<file path="config.mk">
export PLATFORM = sky130hd
export DESIGN_NAME = mii_frame_tx
export DESIGN_NICKNAME = d
export VERILOG_FILES = /design/src/rtl/mii_tx_pkg.sv /design/src/rtl/mii_tx_ctrl.sv /design/src/rtl/mii_tx_crc.sv /design/src/rtl/mii_tx_mux.sv /design/src/rtl/mii_frame_tx.sv
export SDC_FILE = /design/constraint.sdc
export NUM_CORES = 1
export LEC_CHECK = 0
export BUFFER_PORTS_ARGS = -buffer_cell sky130_fd_sc_hd__buf_2
export CAP_MARGIN = 25
export CORE_UTILIZATION = 52
export CTS_CLUSTER_DIAMETER = 150
export DETAILED_ROUTE_END_ITERATION = 8
export GPL_TIMING_DRIVEN = 0
export PLACE_DENSITY = 0.71
export RECOVER_POWER = 100
export SETUP_SLACK_MARGIN = 0.1
export SLEW_MARGIN = 20
export SYNTH_ARGS = -nofsm -noshare
export SYNTH_HDL_FRONTEND = slang
export SYNTH_SLANG_ARGS = --single-unit
export TNS_END_PERCENT = 30
</file>
<file path="constraint.sdc">
create_clock -name clk -period 3.07 [get_ports clk]
set_clock_uncertainty 0.05 [all_clocks]
set_input_delay 0.4605 -clock clk [delete_from_list [all_inputs] [get_ports clk]]
set_output_delay 0.4605 -clock clk [all_outputs]
set_load 0.01 [all_outputs]
</file>
<file path="src/rtl/mii_tx_pkg.sv">
package mii_tx_pkg;

  typedef enum logic [2:0] {
    PH_IDLE,
    PH_PRE,
    PH_DATA,
    PH_PAD,
    PH_FCS
  } phase_t;

  localparam logic [3:0]  NIB_PREAMBLE = 4'h5;
  localparam logic [3:0]  NIB_DELIM_HI = 4'hD;
  localparam logic [31:0] CRC_POLY_REV = 32'hEDB88320;
  localparam logic [31:0] CRC_PRESET   = 32'hFFFFFFFF;

  // Advance a reflected CRC-32 register by one nibble, bit 0 first.
  function automatic logic [31:0] crc_step_nib(input logic [31:0] c, input logic [3:0] n);
    logic [31:0] r;
    logic        fb;
    r = c;
    for (int i = 0; i < 4; i++) begin
      fb = r[0] ^ n[i];
      r  = r >> 1;
      if (fb) r = r ^ CRC_POLY_REV;
    end
    return r;
  endfunction

  // Pick nibble idx of the complemented register, lowest nibble at idx 0.
  function automatic logic [3:0] fcs_nib(input logic [31:0] c, input logic [2:0] idx);
    logic [31:0] inv;
    inv = ~c;
    return inv[{idx, 2'b00} +: 4];
  endfunction

endpackage

</file>
<file path="src/rtl/mii_tx_ctrl.sv">
module mii_tx_ctrl
  import mii_tx_pkg::*;
#(
  parameter int MAX_BYTES = 1500,
  parameter int MIN_BYTES = 60,
  parameter int LEN_W     = 11,
  parameter int NIB_W     = 12
) (
  input  logic             clk,
  input  logic             rst_n,
  input  logic             start,
  input  logic [LEN_W-1:0] len,
  output phase_t           phase,
  output logic [3:0]       ph_cnt,
  output logic [NIB_W-1:0] body_cnt,
  output logic             word_take,
  output logic             busy
);

  localparam logic [NIB_W-1:0] PAD_END = NIB_W'(2 * MIN_BYTES - 1);

  logic [LEN_W-1:0] len_q;
  logic [NIB_W-1:0] data_end;
  logic             data_last;

  assign data_end  = NIB_W'({len_q, 1'b0}) - NIB_W'(1);
  assign data_last = (phase == PH_DATA) && (body_cnt == data_end);
  assign word_take = (phase == PH_DATA) && ((body_cnt[2:0] == 3'd7) || data_last);
  assign busy      = (phase != PH_IDLE);

  always_ff @(posedge clk) begin
    if (!rst_n) begin
      phase    <= PH_IDLE;
      ph_cnt   <= '0;
      body_cnt <= '0;
      len_q    <= '0;
    end else begin
      case (phase)
        PH_IDLE: begin
          if (start) begin
            len_q  <= len;
            phase  <= PH_PRE;
            ph_cnt <= '0;
          end
        end
        PH_PRE: begin
          ph_cnt   <= ph_cnt + 4'd1;
          body_cnt <= '0;
          if (ph_cnt == 4'd15) phase <= (len_q == '0) ? PH_PAD : PH_DATA;
        end
        PH_DATA: begin
          body_cnt <= body_cnt + NIB_W'(1);
          if (data_last) begin
            phase  <= (body_cnt < PAD_END) ? PH_PAD : PH_FCS;
            ph_cnt <= '0;
          end
        end
        PH_PAD: begin
          body_cnt <= body_cnt + NIB_W'(1);
          if (body_cnt == PAD_END) begin
            phase  <= PH_FCS;
            ph_cnt <= '0;
          end
        end
        PH_FCS: begin
          ph_cnt <= ph_cnt + 4'd1;
          if (ph_cnt == 4'd7) phase <= PH_IDLE;
        end
        default: phase <= PH_IDLE;
      endcase
    end
  end

endmodule

</file>
<file path="src/rtl/mii_tx_crc.sv">
module mii_tx_crc
  import mii_tx_pkg::*;
(
  input  logic        clk,
  input  logic        rst_n,
  input  phase_t      phase,
  input  logic [3:0]  nib,
  output logic [31:0] crc
);

  always_ff @(posedge clk) begin
    if (!rst_n)                                    crc <= CRC_PRESET;
    else if (phase == PH_PRE)                      crc <= CRC_PRESET;
    else if (phase == PH_DATA || phase == PH_PAD)  crc <= crc_step_nib(crc, nib);
  end

endmodule

</file>
<file path="src/rtl/mii_tx_mux.sv">
module mii_tx_mux
  import mii_tx_pkg::*;
(
  input  logic        clk,
  input  logic        rst_n,
  input  phase_t      phase,
  input  logic [3:0]  ph_cnt,
  input  logic [2:0]  nib_idx,
  input  logic [31:0] word_in,
  input  logic [31:0] crc,
  output logic [3:0]  nib,
  output logic        txen,
  output logic [3:0]  txd
);

  always_comb begin
    case (phase)
      PH_PRE:  nib = (ph_cnt == 4'd15) ? NIB_DELIM_HI : NIB_PREAMBLE;
      PH_DATA: nib = word_in[{nib_idx, 2'b00} +: 4];
      PH_FCS:  nib = fcs_nib(crc, ph_cnt[2:0]);
      default: nib = 4'h0;
    endcase
  end

  always_ff @(posedge clk) begin
    if (!rst_n) begin
      txen <= 1'b0;
      txd  <= 4'h0;
    end else begin
      txen <= (phase != PH_IDLE);
      txd  <= nib;
    end
  end

endmodule

</file>
<file path="src/rtl/mii_frame_tx.sv">
module mii_frame_tx
  import mii_tx_pkg::*;
#(
  parameter int  MAX_BYTES = 1500,
  parameter int  MIN_BYTES = 60,
  localparam int LEN_W     = $clog2(MAX_BYTES + 1),
  localparam int NIB_W     = $clog2(2 * MAX_BYTES + 2 * MIN_BYTES + 1)
) (
  input  logic             clk,
  input  logic             rst_n,
  input  logic             start,
  input  logic [LEN_W-1:0] len,
  input  logic [31:0]      word_in,
  output logic             word_take,
  output logic             busy,
  output logic             mii_txen,
  output logic [3:0]       mii_txd
);

  phase_t           phase;
  logic [3:0]       ph_cnt;
  logic [NIB_W-1:0] body_cnt;
  logic [3:0]       nib_sel;
  logic [31:0]      crc_reg;
  logic             sel_pad;

  assign sel_pad = (phase == PH_PAD);

  mii_tx_ctrl #(
    .MAX_BYTES(MAX_BYTES), .MIN_BYTES(MIN_BYTES), .LEN_W(LEN_W), .NIB_W(NIB_W)
  ) u_ctrl (
    .clk(clk), .rst_n(rst_n), .start(start), .len(len),
    .phase(phase), .ph_cnt(ph_cnt), .body_cnt(body_cnt),
    .word_take(word_take), .busy(busy)
  );

  mii_tx_crc u_crc (
    .clk(clk), .rst_n(rst_n), .phase(phase), .nib(nib_sel), .crc(crc_reg)
  );

  mii_tx_mux u_mux (
    .clk(clk), .rst_n(rst_n), .phase(phase), .ph_cnt(ph_cnt),
    .nib_idx(body_cnt[2:0]), .word_in(word_in), .crc(crc_reg),
    .nib(nib_sel), .txen(mii_txen), .txd(mii_txd)
  );

endmodule

</file>
-- Word level (Yosys, flattened, before mapping)
Index checks and enable logic that the tools add are counted.
- output and inout bits: 7
- flip-flop bits (word level): 67
- word-level logic and storage cells: 80
- input port bits: 46
- magnitude comparators: 1
- shifts and indexed selects: 2
- reductions and logical operators: 15
- bitwise gates (word level): 10
- add/sub/neg operators: 3
- mux-type cells: 28
- equality and inequality tests: 14
- operator list (operator ; number):
    32-bit 2-to-1 mux ; 13
    32-bit by 6-bit indexed part select with 4-bit output ; 2
    13-bit NOT with 14-bit output ; 4
    32-bit NOT ; 1
    12-bit case mux with 2 select lines ; 1
    3-bit 2-to-1 mux ; 6
    4-bit 2-to-1 mux ; 4
    4-bit case mux with 4 select lines ; 1
    3-bit case mux with 5 select lines ; 1
    12-bit by 1-bit adder with 12-bit output, second input constant ; 1
    12-bit equality test ; 1
    12-bit by 7-bit equality test with 1-bit output, second input constant ; 1
    12-bit by 7-bit less-than comparator with 1-bit output, second input constant ; 1
    4-bit case mux with 3 select lines ; 1
    12-bit by 1-bit subtractor with 12-bit output, second input constant ; 1
    11-bit zero test ; 1
    3-bit by 2-bit equality test with 1-bit output, second input constant ; 2
    3-bit equality test, second input constant ; 2
    2-bit != test, second input constant ; 3
    2-bit OR reduction ; 3
    5-bit AND reduction ; 1
    4-bit by 1-bit adder with 4-bit output, second input constant ; 1
    4-bit by 3-bit equality test with 1-bit output, second input constant ; 1
    4-bit equality test, second input constant ; 1
    13 further kinds ; 19

-- Longest topological paths before layout
Gate-level depths: netlist (run 1).
- depth after elaboration: 20
- mapped depth: 10
- mapped depth without buffers: 9

-- Modules after synthesis
From an unflattened synthesis (run 1), not the netlist that was laid out.
- cells, all modules: 467
- area total of the unflattened synthesis: 4192.8 um2
- by module, submodules not included (module ; area an instance (um2) ; sequential area each (um2) ; times used ; cells an instance):
    mii_tx_ctrl ; 1895.6 ; 600.6 ; 1 ; 249
    mii_tx_crc ; 1566.5 ; 640.6 ; 1 ; 150
    mii_tx_mux ; 730.7 ; 100.1 ; 1 ; 68

-- Least setup slack after synthesis (run 1)
OpenSTA, ideal clock, no wires.
- kind: reg-to-reg
- start point: reg u_ctrl.ph_cnt[1]
- end point: reg u_crc.crc[20]
- cell stages (with the launch flop): 8
- path buffers: 1
- arrival: 2.622 ns
- setup slack: 0.329 ns
- library setup time: 0.070 ns
- clock period less this slack: 2.741 ns
- required time: 2.950 ns
- cells stage by stage: dfxtp_1 buf_6 mux4_1 mux2_2 o211a_1 xor2_1 xnor3_1 a21oi_1
- cells in the longest elaborated chain, start to end: 18
- elaborated cells between the ends (all ways): 22
- those cells by class: eq/ne (1); shift (1); mux (15); bitwise (5)
- RTL lines (what ; line ; RTL):
    start: declaration ; mii_tx_ctrl.sv:14 ; output logic [3:0] ph_cnt,
    start signal: assignment ; mii_tx_ctrl.sv:47 ; ph_cnt <= ph_cnt + 4'd1;
    start signal: assignment ; mii_tx_ctrl.sv:66 ; ph_cnt <= ph_cnt + 4'd1;
    32-bit by 6-bit indexed part select with 4-bit output ; mii_tx_pkg.sv:33 ; return inv[{idx, 2'b00} +: 4];
    4-bit case mux with 3 select lines * ; mii_tx_mux.sv:17 ; case (phase)
    1-bit bitwise XOR ; mii_tx_pkg.sv:22 ; fb = r[0] ^ n[i];
    32-bit 2-to-1 mux ; mii_tx_pkg.sv:24 ; if (fb) r = r ^ CRC_POLY_REV;
    32-bit 2-to-1 mux ; mii_tx_crc.sv:14 ; else if (phase == PH_DATA || phase == PH_PAD) crc <= crc_step_nib(crc, nib);
    32-bit 2-to-1 mux ; mii_tx_crc.sv:13 ; else if (phase == PH_PRE) crc <= CRC_PRESET;
    32-bit 2-to-1 mux ; mii_tx_crc.sv:12 ; if (!rst_n) crc <= CRC_PRESET;
    32-bit 2-to-1 mux ; mii_tx_pkg.sv:24 ;
    [... 2 more ...] ; n/a ;
    32-bit 2-to-1 mux ; mii_tx_crc.sv:12 ;
    13-bit NOT with 14-bit output (no source line) ; n/a ;
    32-bit 2-to-1 mux ; mii_tx_pkg.sv:24 ;
    32-bit 2-to-1 mux ; mii_tx_crc.sv:14 ;
    32-bit 2-to-1 mux ; mii_tx_crc.sv:13 ;
    32-bit 2-to-1 mux ; mii_tx_crc.sv:12 ;
    13-bit NOT with 14-bit output (no source line) ; n/a ;
    32-bit 2-to-1 mux * ; mii_tx_pkg.sv:24 ;
    end signal: assignment ; mii_tx_crc.sv:14 ;
    end: declaration ; mii_tx_crc.sv:8 ; output logic [31:0] crc
Mark *: on every way between the ends. The rest lies on a longest branch, timed or not. The select of a mux whose other input is x is not followed.
A chain may end at the register's enable or synchronous reset.

-- Worst setup path after layout (run 1)
- start point: reg u_ctrl.len_q[5]
- end point: out word_take
- cells in the longest elaborated chain, start to end: 5
- RTL lines (what ; line ; RTL):
    start: declaration ; mii_tx_ctrl.sv:22 ; logic [LEN_W-1:0] len_q;
    start signal: assignment ; mii_tx_ctrl.sv:41 ; len_q <= len;
    12-bit by 1-bit subtractor with 12-bit output ; mii_tx_ctrl.sv:26 ; assign data_end = NIB_W'({len_q, 1'b0}) - NIB_W'(1);
    12-bit equality test ; mii_tx_ctrl.sv:27 ; assign data_last = (phase == PH_DATA) && (body_cnt == data_end);
    1-bit logical AND ; mii_tx_ctrl.sv:27 ;
    1-bit logical OR ; mii_tx_ctrl.sv:28 ; assign word_take = (phase == PH_DATA) && ((body_cnt[2:0] == 3'd7) || data_last);
    1-bit logical AND ; mii_tx_ctrl.sv:28 ;
    end: declaration ; mii_frame_tx.sv:14 ; output logic word_take,
Every way passes these cells.

==> out/summary.md, run 1 <==
Status
- **result of the run** completed

CTS
- **number of buffers added by the clock tree synthesis step** 9
- **clock sink count** 67
- **cell chosen for the clock root** sky130_fd_sc_hd__clkbuf_8
- **clock latency of the later-clocked register in the worst-skew pair** 360 ps
- **maximum level of the CTS H-tree** 3
- **clock input transition at the sequential cells of the worst setup and hold paths** 80 ps
- **clock tree from TritonCTS** yes
- **maximum buffer depth of the clock tree** 2

Detailed routing
- **wire per inst** 15.9 um
- **DRT Pass-1 Iters** 4
- **DRC violation count after routing** 0
- **wire length on met2** 5.35 mm
- **top layer used by detailed routing** met4
- **Met1 Routed Length** 4.39 mm
- **final WL** 10.4 mm
- **post-route antenna net violation count** 0
- **vias** 3,732
- **1st-iter DRT viols** 155
- **detailed-routed wire length on met3** 413 um
- **Vias per Instance** 5.69

STA
- **setup total negative slack** 0 ps
- **worst slew slack as a fraction of its limit** 59.0%
- **Min Clock Period, post-route** 3020 ps
- **top achievable clock speed** 331 MHz
- **Worst Max-Slew Pin Slew** 615 ps
- **number of failing setup endpoints in the final timing report** 0
- **part of the cycle the worst path needs** 98.3%
- **number of hold-slack violations in the final timing report** 0
- **unrepaired setup endpoints after global routing** yes
- **final count of pins violating max slew** 0

Final layout
- **# diodes** 0
- **Area growth syn-to-layout** 18.3%
- **nets@finish** 600
- **number of flip-flops in the largest register** 32
- **Util after Layout** 63.5%
- **most common cell after layout, fill and taps aside** sky130_fd_sc_hd__nand2_1
- **commonest cells after routing, fill and taps aside** 66 x sky130_fd_sc_hd__nand2_1, 62 x sky130_fd_sc_hd__dfxtp_1, 52 x sky130_fd_sc_hd__buf_2
- **fraction of layout instances using a drive strength above 1** 22.6%

Setup path
- **kind of launch point of the worst setup path** flop
- **crit path DAT** 2510 ps
- **worst path required time** 2560 ps
- **FF-to-FF End** u_crc.crc[21]$_SDFFE_PP1N_
- **largest fanout on the critical path** 6
- **endpoint class of the critical path** output port
- **critical path class** reg2out
- **Register-to-Register Setup Slack** 120 ps
- **count of cells along the worst register-to-register path** 8
- **Worst R2R Start** u_ctrl.ph_cnt[0]$_SDFFE_PN0P_

GRT
- **gr ovfl total** 0
- **Global Route Usage Sum** 25.8%
- **pin count of the biggest net entering global routing** 13
- **wire length of the first global-routing pass** 16.9 mm
- **via count of the first global-routing pass** 3,513
- **antenna violations before repair** 0

Min path
- **worst hold path depth** 3
- **kind of path behind the tightest hold check** in2reg
- **hold path startpoint** len[2]
- **Endpoint, Worst Hold** u_ctrl.len_q[2]$_SDFFE_PN0P_

Synthesis
- **FF+latch count, synth** 67
- **Mapped Cells** 475
- **synthesized netlist net count** 526
- **Synth Cell Area** 0.00415 mm^2
- **proportion of register bits with asynchronous set or reset after synthesis** 0%
- **Synth Area per Inst** 8.74 um^2
- **Synth warnings** 0
- **Synth cell types** 57
- **sequential fraction of the synthesis area** 32.3%
- **number of flops mapped to enable cells by yosys** 0
- **leading register cell type out of synthesis** sky130_fd_sc_hd__dfxtp_1

Placement
- **quantity of I/O buffers inserted on ports** 52
- **placer congestion estimate** 0.851
- **HPWL after detailed placement** 7.53 mm

Floorplanning
- **vertical die dimension** 91.3 um
- **placeable core region** 0.00773 mm^2
- **Initial Util** 53.7%
- **ports placed on the boundary** 53
- **area of the die** 0.00834 mm^2
- **floorplan row count** 32
- **x dimension of the die** 91.3 um

Pwr
- **Net Sw Frac** 37.4%
- **clock share of power** 21.3%
- **Cell Int Power** 2.47 mW
- **leakage power of the design** 1.97 nW
- **share of total power in combinational logic** 49.5%
- **switching power total** 1.48 mW
- **relative contribution of sequential cells to total power** 29.2%
- **total power** 3.95 mW
- **power per unit of standard cell area** 805 mW/mm^2
- **worst vdd rail ir drop** 0.000519 V

Run
- **number of max-cap violations** 0

## worst max path at each step
stage / from / end
floorplan: u_ctrl.ph_cnt[1]$_SDFFE_PN0P_ / u_crc.crc[20]$_SDFFE_PP1N_
global placement: u_ctrl.phase[2]$_SDFFE_PN0P_ / u_crc.crc[20]$_SDFFE_PP1N_
detailed placement: u_ctrl.phase[2]$_SDFFE_PN0P_ / u_crc.crc[20]$_SDFFE_PP1N_
CTS: u_ctrl.len_q[5]$_SDFFE_PN0P_ / word_take
global route: u_ctrl.ph_cnt[0]$_SDFFE_PN0P_ / u_crc.crc[21]$_SDFFE_PP1N_
finish: u_ctrl.len_q[5]$_SDFFE_PN0P_ / word_take
## routing by layer
metal  up-vias  track usage (%)
met2        90             44.3
met5         -                0
met3        20             3.94
met1      1780             32.0
li1       1842                -
met4         0             11.1
## worst max-delay path, cell delays in order, from the launching register on
cell                       delay, ps
sky130_fd_sc_hd__dfxtp_2         330
sky130_fd_sc_hd__or4_4           540
sky130_fd_sc_hd__buf_8           140
sky130_fd_sc_hd__or4_4           410
sky130_fd_sc_hd__a211oi_2        210
sky130_fd_sc_hd__o22ai_2         130
sky130_fd_sc_hd__nor2_1          120
sky130_fd_sc_hd__o21a_1          140
sky130_fd_sc_hd__buf_2           120
## power groups by stage
stage	clock network [mW]	logic [mW]	registers (mW)
after detailed placement	0	1.78	1.17
after global routing	0.891	2.14	1.17
after CTS	0.849	1.86	1.15
after global placement	0	1.74	1.16
final	0.842	1.95	1.15
after floorplan	0	1.42	1.14
## synthesized netlist by cell type (2+ instances only)
master | n | area, um^2
sky130_fd_sc_hd__and2_1 | 3 | 18.8
sky130_fd_sc_hd__nand2b_1 | 4 | 25.0
sky130_fd_sc_hd__a22oi_1 | 4 | 30.0
sky130_fd_sc_hd__or3_1 | 5 | 31.3
sky130_fd_sc_hd__xor2_1 | 16 | 140
sky130_fd_sc_hd__nand3b_1 | 5 | 37.5
sky130_fd_sc_hd__xnor2_1 | 23 | 201
sky130_fd_sc_hd__or2_1 | 2 | 12.5
sky130_fd_sc_hd__nand3_1 | 19 | 95.1
sky130_fd_sc_hd__and3_1 | 2 | 12.5
sky130_fd_sc_hd__nand2_1 | 66 | 248
sky130_fd_sc_hd__or4_1 | 6 | 45.0
sky130_fd_sc_hd__a21oi_1 | 41 | 205
sky130_fd_sc_hd__o21ai_0 | 21 | 105
sky130_fd_sc_hd__dfxtp_1 | 67 | 1340
sky130_fd_sc_hd__nand4_1 | 5 | 31.3
sky130_fd_sc_hd__buf_6 | 2 | 22.5
sky130_fd_sc_hd__nor3b_1 | 2 | 15.0
sky130_fd_sc_hd__xnor3_1 | 5 | 113
sky130_fd_sc_hd__o22ai_1 | 2 | 12.5
sky130_fd_sc_hd__nor3_1 | 8 | 40.0
sky130_fd_sc_hd__clkbuf_1 | 21 | 78.8
sky130_fd_sc_hd__a41o_1 | 3 | 30.0
sky130_fd_sc_hd__o31ai_1 | 4 | 30.0
sky130_fd_sc_hd__mux2_2 | 7 | 78.8
sky130_fd_sc_hd__nor2_1 | 37 | 139
sky130_fd_sc_hd__a211oi_1 | 4 | 30.0
sky130_fd_sc_hd__buf_2 | 10 | 50.1
sky130_fd_sc_hd__a31oi_1 | 5 | 31.3
sky130_fd_sc_hd__mux4_2 | 6 | 135
sky130_fd_sc_hd__mux2i_1 | 10 | 100
sky130_fd_sc_hd__mux4_1 | 6 | 158
sky130_fd_sc_hd__o211ai_1 | 11 | 82.6
sky130_fd_sc_hd__nor2b_1 | 3 | 18.8
sky130_fd_sc_hd__inv_1 | 8 | 30.0
sky130_fd_sc_hd__nor4_1 | 2 | 12.5
sky130_fd_sc_hd__o21a_1 | 3 | 22.5
sky130_fd_sc_hd__xnor3_2 | 2 | 47.6
sky130_fd_sc_hd__or2_2 | 3 | 18.8
sky130_fd_sc_hd__ha_1 | 5 | 62.6
## per-stage QoR
step | instances | area [um^2] | hold slack, ps | worst slack (ps)
4_1_cts | 650 | 4860 | 278 | 39.8
5_1_grt | 656 | 4910 | 285 | -63.4
3_3_place_gp | 629 | 4540 | 418 | -181
3_5_place_dp | 629 | 4540 | 433 | -225
2_1_floorplan | 475 | 4150 | 404 | 329
6_report | 656 | 4910 | 280 | 52.8
## layout make-up
cell class / instances / area [um^2]
fillers: 677 / 2820
multi-input cells: 365 / 2660
flip-flops and latches: 67 / 1350
repair buffers: 63 / 335
plain buffers: 34 / 175
clock buffers: 11 / 141
well taps: 102 / 128
clock inverters: 5 / 85.1
inverters: 9 / 33.8
## kinds of logic (layout without fill, tap and decap cells)
family,after synthesis,after routing,synth area share [%]
adders and majority gates,5,5,1.51
DFF,67,67,32.3
and+or+nand+nor,176,176,20.1
xor gates and xnor gates,49,49,13.7
muxes,30,30,11.7
buffers and inverters,43,122,4.55
AOI/OAI and AO/OA,105,105,16.1
## timing repair
item	CTS	global route
endpoints found under the setup margin	14	12
setup buffers	5	6
resized for setup	17	13
hold buffers	0	0
pin swaps	8	1
Note: power is estimated with default switching activity, not from simulation.
==> run 2: changes to the inputs <==
- SETUP_SLACK_MARGIN: 0.1 -> 0.5
==> run 2 against run 1 <==
Net effect:
- flip-flop and latch count stayed put
- core utilization up 2.2 points
- critical path depth unchanged
- hold slack worse by 6.9 ps
- final cell count rose by 0.76%
- routed wire length up 9.2%
- power is 4.2% higher
- sequential power hardly changed
- count of clock-buffer cells in the layout down 1
- first-iteration DRC count rose by 11%
- worst setup slack lost 35 ps
- clock power down 6.4%
- largest power group unchanged
==> out/summary.md, run 2 (synthesized netlist as in run 1, its figures left out) <==
Status
- **result of the run** completed

CTS
- **clock sink count** 67
- **number of buffers added by the clock tree synthesis step** 9
- **clock latency of the later-clocked register in the worst-skew pair** 360 ps
- **clock input transition at the sequential cells of the worst setup and hold paths** 90 ps
- **cell chosen for the clock root** sky130_fd_sc_hd__clkbuf_8
- **maximum buffer depth of the clock tree** 2
- **maximum level of the CTS H-tree** 3
- **clock tree from TritonCTS** yes

Setup path
- **library cell appearing most often on the critical path** sky130_fd_sc_hd__or4_4
- **Max stage delay on crit path** 550 ps
- **worst path required time** 2560 ps
- **endpoint class of the critical path** output port
- **largest fanout on the critical path** 5
- **kind of launch point of the worst setup path** flop
- **crit path DAT** 2540 ps
- **cell with the largest stage delay on the worst path** sky130_fd_sc_hd__or4_4
- **cell chain of the critical path** or4_4 -> buf_8 -> or4_4 -> a211oi_2 -> o22ai_2 -> nor2_1 -> o21a_1 -> buf_2
- **critical path class** reg2out

Floorplanning
- **x dimension of the die** 91.3 um
- **ports placed on the boundary** 53
- **Initial Util** 53.7%
- **placeable core region** 0.00773 mm^2
- **floorplan row count** 32
- **vertical die dimension** 91.3 um
- **area of the die** 0.00834 mm^2

Pwr
- **leakage power of the design** 2.03 nW
- **total power** 4.12 mW
- **power per unit of standard cell area** 811 mW/mm^2
- **worst vdd rail ir drop** 0.000546 V

Detailed routing
- **vias** 3,895
- **DRT Pass-1 Iters** 4
- **Vias per Instance** 5.89
- **DRC violation count after routing** 0
- **1st-iter DRT viols** 172
- **final WL** 11.4 mm
- **wire per inst** 17.2 um
- **post-route antenna net violation count** 0

GRT
- **pin count of the biggest net entering global routing** 14
- **gr ovfl total** 0
- **antenna violations before repair** 0
- **via count of the first global-routing pass** 3,710
- **Global Route Usage Sum** 27.9%
- **wire length of the first global-routing pass** 18.1 mm

Final layout
- **Filler Cell Count** 630
- **commonest cells after routing, fill and taps aside** 66 x sky130_fd_sc_hd__nand2_1, 60 x sky130_fd_sc_hd__dfxtp_1, 50 x sky130_fd_sc_hd__buf_2
- **most common cell after layout, fill and taps aside** sky130_fd_sc_hd__nand2_1
- **nets@finish** 605
- **Area growth syn-to-layout** 22.3%
- **number of flip-flops in the largest register** 32
- **# diodes** 0
- **fraction of layout instances using a drive strength above 1** 26.7%

STA
- **worst slew slack as a fraction of its limit** 56.4%
- **top achievable clock speed** 328 MHz
- **number of failing setup endpoints in the final timing report** 0
- **final count of pins violating max slew** 0
- **Post-Route Hold Slack** 273 ps
- **setup total negative slack** 0 ps
- **number of hold-slack violations in the final timing report** 0
- **unrepaired setup endpoints after global routing** yes
- **minimum setup slack in the final design** 17.5 ps
- **Min Clock Period, post-route** 3050 ps
- **Worst Max-Slew Pin Slew** 654 ps
- **part of the cycle the worst path needs** 99.4%

Placement
- **quantity of I/O buffers inserted on ports** 52
- **placer congestion estimate** 0.859
- **HPWL after detailed placement** 7.65 mm
- **DP Worst Slack** 50.9 ps

Run
- **number of max-cap violations** 0

Min path
- **kind of path behind the tightest hold check** in2reg

## run 2: through the flow
| step | cells | instance area [um^2] | util [%] |
|---|---|---|---|
| finish | 661 | 5080 | 65.7 |
| global route | 661 | 5080 | 65.7 |
| CTS | 661 | 5000 | 64.7 |
| detailed placement | 629 | 4550 | 58.9 |
| global placement | 629 | 4550 | 58.9 |
| floorplan | 475 | 4160 | - |
## run 2: timing repair
action	in CTS	in global routing
hold buffers	0	0
endpoints found under the setup margin	33	37
hold endpoints to repair	0	0
pin swaps	8	15
buffers inserted	16	0
resized for setup	28	46
## run 2: worst paths after layout
path	start	end	slack (ps)	cells after the start
max	u_ctrl.len_q[5]$_SDFFE_PN0P_	word_take	20	8
min reg2reg	u_ctrl.len_q[10]$_SDFFE_PN0P_	u_ctrl.len_q[10]$_SDFFE_PN0P_	450	2
min	len[0]	u_ctrl.len_q[0]$_SDFFE_PN0P_	270	3
max reg2reg	u_ctrl.body_cnt[1]$_SDFFE_PN0P_	u_crc.crc[5]$_SDFFE_PP1N_	90	10
## run 2: layout make-up
| cell class | instances | area (um^2) | share of cell area (%) |
|---|---|---|---|
| Clock buffer | 10 | 138 | 2.71 |
| Sequential cell | 67 | 1350 | 26.6 |
| Timing Repair Buffer | 68 | 374 | 7.37 |
| Buffer | 34 | 193 | 3.79 |
| Inverter | 9 | 33.8 | 0.665 |
| Tap cell | 102 | 128 | 2.51 |
| Clock inverter | 6 | 71.3 | 1.40 |
| Multi-Input combinational cell | 365 | 2790 | 54.9 |
## run 2: layer usage
layer,GRT usage (%),vias to the layer above,share of wire [%]
li1,-,1849,-
met1,32.2,1915,41
met2,49.8,111,53
met3,5.19,20,4.0
met4,13.1,0,1.9
met5,0,-,0
## run 2: report_power, final
group,internal (mW),switching [mW]
Sequential,1.02,0.143
Clock,0.404,0.384
Combinational,1.06,1.10
Total,2.49,1.63
## run 2: worst max-delay path, delay by kind of cell, from the launching register on
family	cells	cell delay (ps)
buffers and inverters	2	270
DFF	1	330
and+or+nand+nor	3	1100
AOI/OAI and AO/OA	3	500
==> run 3: changes to the inputs <==
- BUFFER_PORTS_ARGS: -buffer_cell sky130_fd_sc_hd__buf_2 -> unset
- CORE_UTILIZATION: 52 -> 50
- DONT_BUFFER_PORTS: unset -> 1
- PLACE_DENSITY: 0.71 -> 0.63
==> run 3 against run 2 <==
Net effect:
- global-route usage down 1.6 points
- via count down 6.4%
- count of clock-buffer cells in the layout unchanged
- worst setup slack better by 110 ps
- flip-flop and latch count unchanged
- register-to-register slack better by 50 ps
- first-iteration DRC count up 25%
- power up 2.0%
- non-clock buffer count down 35
- maximum frequency up 3.8%
- highest routed layer unchanged
==> out/summary.md, run 3 (synthesized netlist as in run 1, its figures left out) <==
CTS
- **clock input transition at the sequential cells of the worst setup and hold paths** 80 ps
- **number of buffers added by the clock tree synthesis step** 9
- **number of buffers inserted by hold repair at cts** 0
- **maximum level of the CTS H-tree** 3
- **clock tree from TritonCTS** yes
- **clock latency of the later-clocked register in the worst-skew pair** 350 ps
- **clock sink count** 67
- **cell chosen for the clock root** sky130_fd_sc_hd__clkbuf_8
- **maximum buffer depth of the clock tree** 2

Setup path
- **cell chain of the critical path** or4_4 -> clkbuf_8 -> or4_4 -> a211oi_2 -> o22ai_2 -> nor2_2 -> o21a_1
- **Register-to-Register Setup Slack** 140 ps
- **count of cells along the worst register-to-register path** 11
- **worst path required time** 2560 ps
- **critical path class** reg2out
- **largest fanout on the critical path** 7
- **cell with the largest stage delay on the worst path** sky130_fd_sc_hd__or4_4
- **number of cells on the critical path** 7
- **buffers plus inverters on the worst setup path** 1
- **Max stage delay on crit path** 500 ps
- **CP top delay family** simple AND/OR/NAND/NOR gates
- **library cell appearing most often on the critical path** sky130_fd_sc_hd__or4_4
- **crit path DAT** 2430 ps
- **kind of launch point of the worst setup path** flop
- **endpoint class of the critical path** output port

Detailed routing
- **wire per inst** 17.6 um
- **DRT Pass-1 Iters** 5
- **post-route antenna net violation count** 0
- **1st-iter DRT viols** 215
- **DRC violation count after routing** 0
- **final WL** 11.0 mm
- **vias** 3,645
- **Vias per Instance** 5.82

Final layout
- **# diodes** 0
- **most common cell after layout, fill and taps aside** sky130_fd_sc_hd__nand2_1
- **Area growth syn-to-layout** 18.9%
- **fraction of layout instances using a drive strength above 1** 20.6%
- **final instance area** 0.00493 mm^2
- **number of flip-flops in the largest register** 32
- **commonest cells after routing, fill and taps aside** 66 x sky130_fd_sc_hd__nand2_1, 64 x sky130_fd_sc_hd__dfxtp_1, 38 x sky130_fd_sc_hd__a21oi_1
- **Filler Cell Count** 707
- **Non-Filler Instances** 626
- **nets@finish** 570

Placement
- **post-detailed-placement cell area** 0.00429 mm^2
- **HPWL after detailed placement** 7.58 mm
- **cell count after placement** 577
- **placer congestion estimate** 0.821
- **quantity of I/O buffers inserted on ports** 0

STA
- **setup total negative slack** 0 ps
- **number of hold-slack violations in the final timing report** 0
- **Worst Max-Slew Pin Slew** 666 ps
- **unrepaired setup endpoints after global routing** yes
- **Min Clock Period, post-route** 2940 ps
- **top achievable clock speed** 340 MHz
- **final count of pins violating max slew** 0
- **worst slew slack as a fraction of its limit** 55.6%
- **part of the cycle the worst path needs** 95.8%
- **number of failing setup endpoints in the final timing report** 0

Min path
- **worst hold path depth** 2
- **kind of path behind the tightest hold check** in2reg

Pwr
- **share of total power in combinational logic** 54.5%
- **relative contribution of sequential cells to total power** 27.7%
- **switching power total** 1.61 mW
- **clock share of power** 17.8%
- **Cell Int Power** 2.58 mW
- **Net Sw Frac** 38.4%
- **power per unit of standard cell area** 851 mW/mm^2
- **leakage power of the design** 1.92 nW
- **worst vdd rail ir drop** 0.000422 V

GRT
- **met1 usage in global routing** 36.4%
- **most congested layer reported by global routing** met2
- **wire length of the first global-routing pass** 17.3 mm
- **via count of the first global-routing pass** 3,344
- **antenna violations before repair** 0
- **Global Route Usage Sum** 26.3%
- **global-route track usage on met2** 41.5%
- **gr ovfl total** 0
- **pin count of the biggest net entering global routing** 13
- **met3 Use GR** 4.55%

Floorplanning
- **Initial Util** 52.6%
- **ports placed on the boundary** 53
- **area of the die** 0.00867 mm^2
- **floorplan row count** 32
- **placeable core region** 0.00789 mm^2
- **x dimension of the die** 93.1 um
- **vertical die dimension** 93.1 um

Status
- **result of the run** completed

Run
- **number of max-cap violations** 0

[run 3: cell count changes in the layout (fill, tap and decap cells not counted), moves of 3 or more]
| cell | change |
|---|---|
| sky130_fd_sc_hd__buf_6 | +9 |
| sky130_fd_sc_hd__buf_4 | +8 |
| sky130_fd_sc_hd__dfxtp_2 | -4 |
| sky130_fd_sc_hd__buf_2 | -48 |
| sky130_fd_sc_hd__buf_12 | +3 |
| sky130_fd_sc_hd__dfxtp_1 | +4 |
[run 3: path summary, 6_finish.rpt]
path                                                 endpoint                       startpoint
worst min-delay path            u_ctrl.len_q[10]$_SDFFE_PN0P_                          len[10]
worst max-delay path                                word_take     u_ctrl.len_q[3]$_SDFFE_PN0P_
worst max register to register     u_crc.crc[18]$_SDFFE_PP1N_  u_ctrl.body_cnt[0]$_SDFFE_PN0P_
worst min register to register     u_crc.crc[11]$_SDFFE_PP1N_       u_crc.crc[15]$_SDFFE_PP1N_
[run 3: layout make-up]
| type | count | area (um^2) | area share, % |
|---|---|---|---|
| flip-flops and latches | 67 | 1350 | 27.3 |
| multi-input cells | 365 | 2730 | 55.3 |
| plain buffers | 34 | 193 | 3.90 |
| clock inverters | 6 | 66.3 | 1.34 |
| inverters | 9 | 33.8 | 0.685 |
| well taps | 102 | 128 | 2.59 |
| repair buffers | 33 | 310 | 6.29 |
| clock buffers | 10 | 128 | 2.59 |
[run 3: timing repair]
action,CTS,global route
gates cloned,0,0
gates resized for setup,53,15
endpoints found under the setup margin,34,38
pin swaps,25,10
buffers inserted,26,7
[run 3: per-layer routing]
layer  wire length (um)  part of all wire [%]
met1               5100                    46
met2               5070                    46
met3                671                   6.1
met4                201                   1.8
met5                  0                     0
[run 3: through the flow]
stage	utilization, %	total power [mW]	hold WS, ps	setup WS [ps]
floorplan	-	2.57	404	395
finish	62.6	4.20	191	130
global placement	54.4	2.89	417	62.3
global route	62.6	4.44	195	32.7
detailed placement	54.4	2.93	425	34.2
CTS	62.5	4.19	179	114
[run 3: power by group through the flow]
stage	clock network, mW	logic, mW	registers [mW]
after floorplan	0	1.43	1.14
after global placement	0	1.71	1.17
after detailed placement	0	1.75	1.18
after CTS	0.756	2.27	1.17
after global routing	0.790	2.46	1.18
final	0.745	2.29	1.16
[run 3: worst reg2reg max path, delay by kind of cell, from the launching register on]
family | cells | cell delay [ps]
xor+xnor | 3 | 720
flops | 1 | 370
mux | 2 | 770
buf+inv | 4 | 570
compound gates | 2 | 360
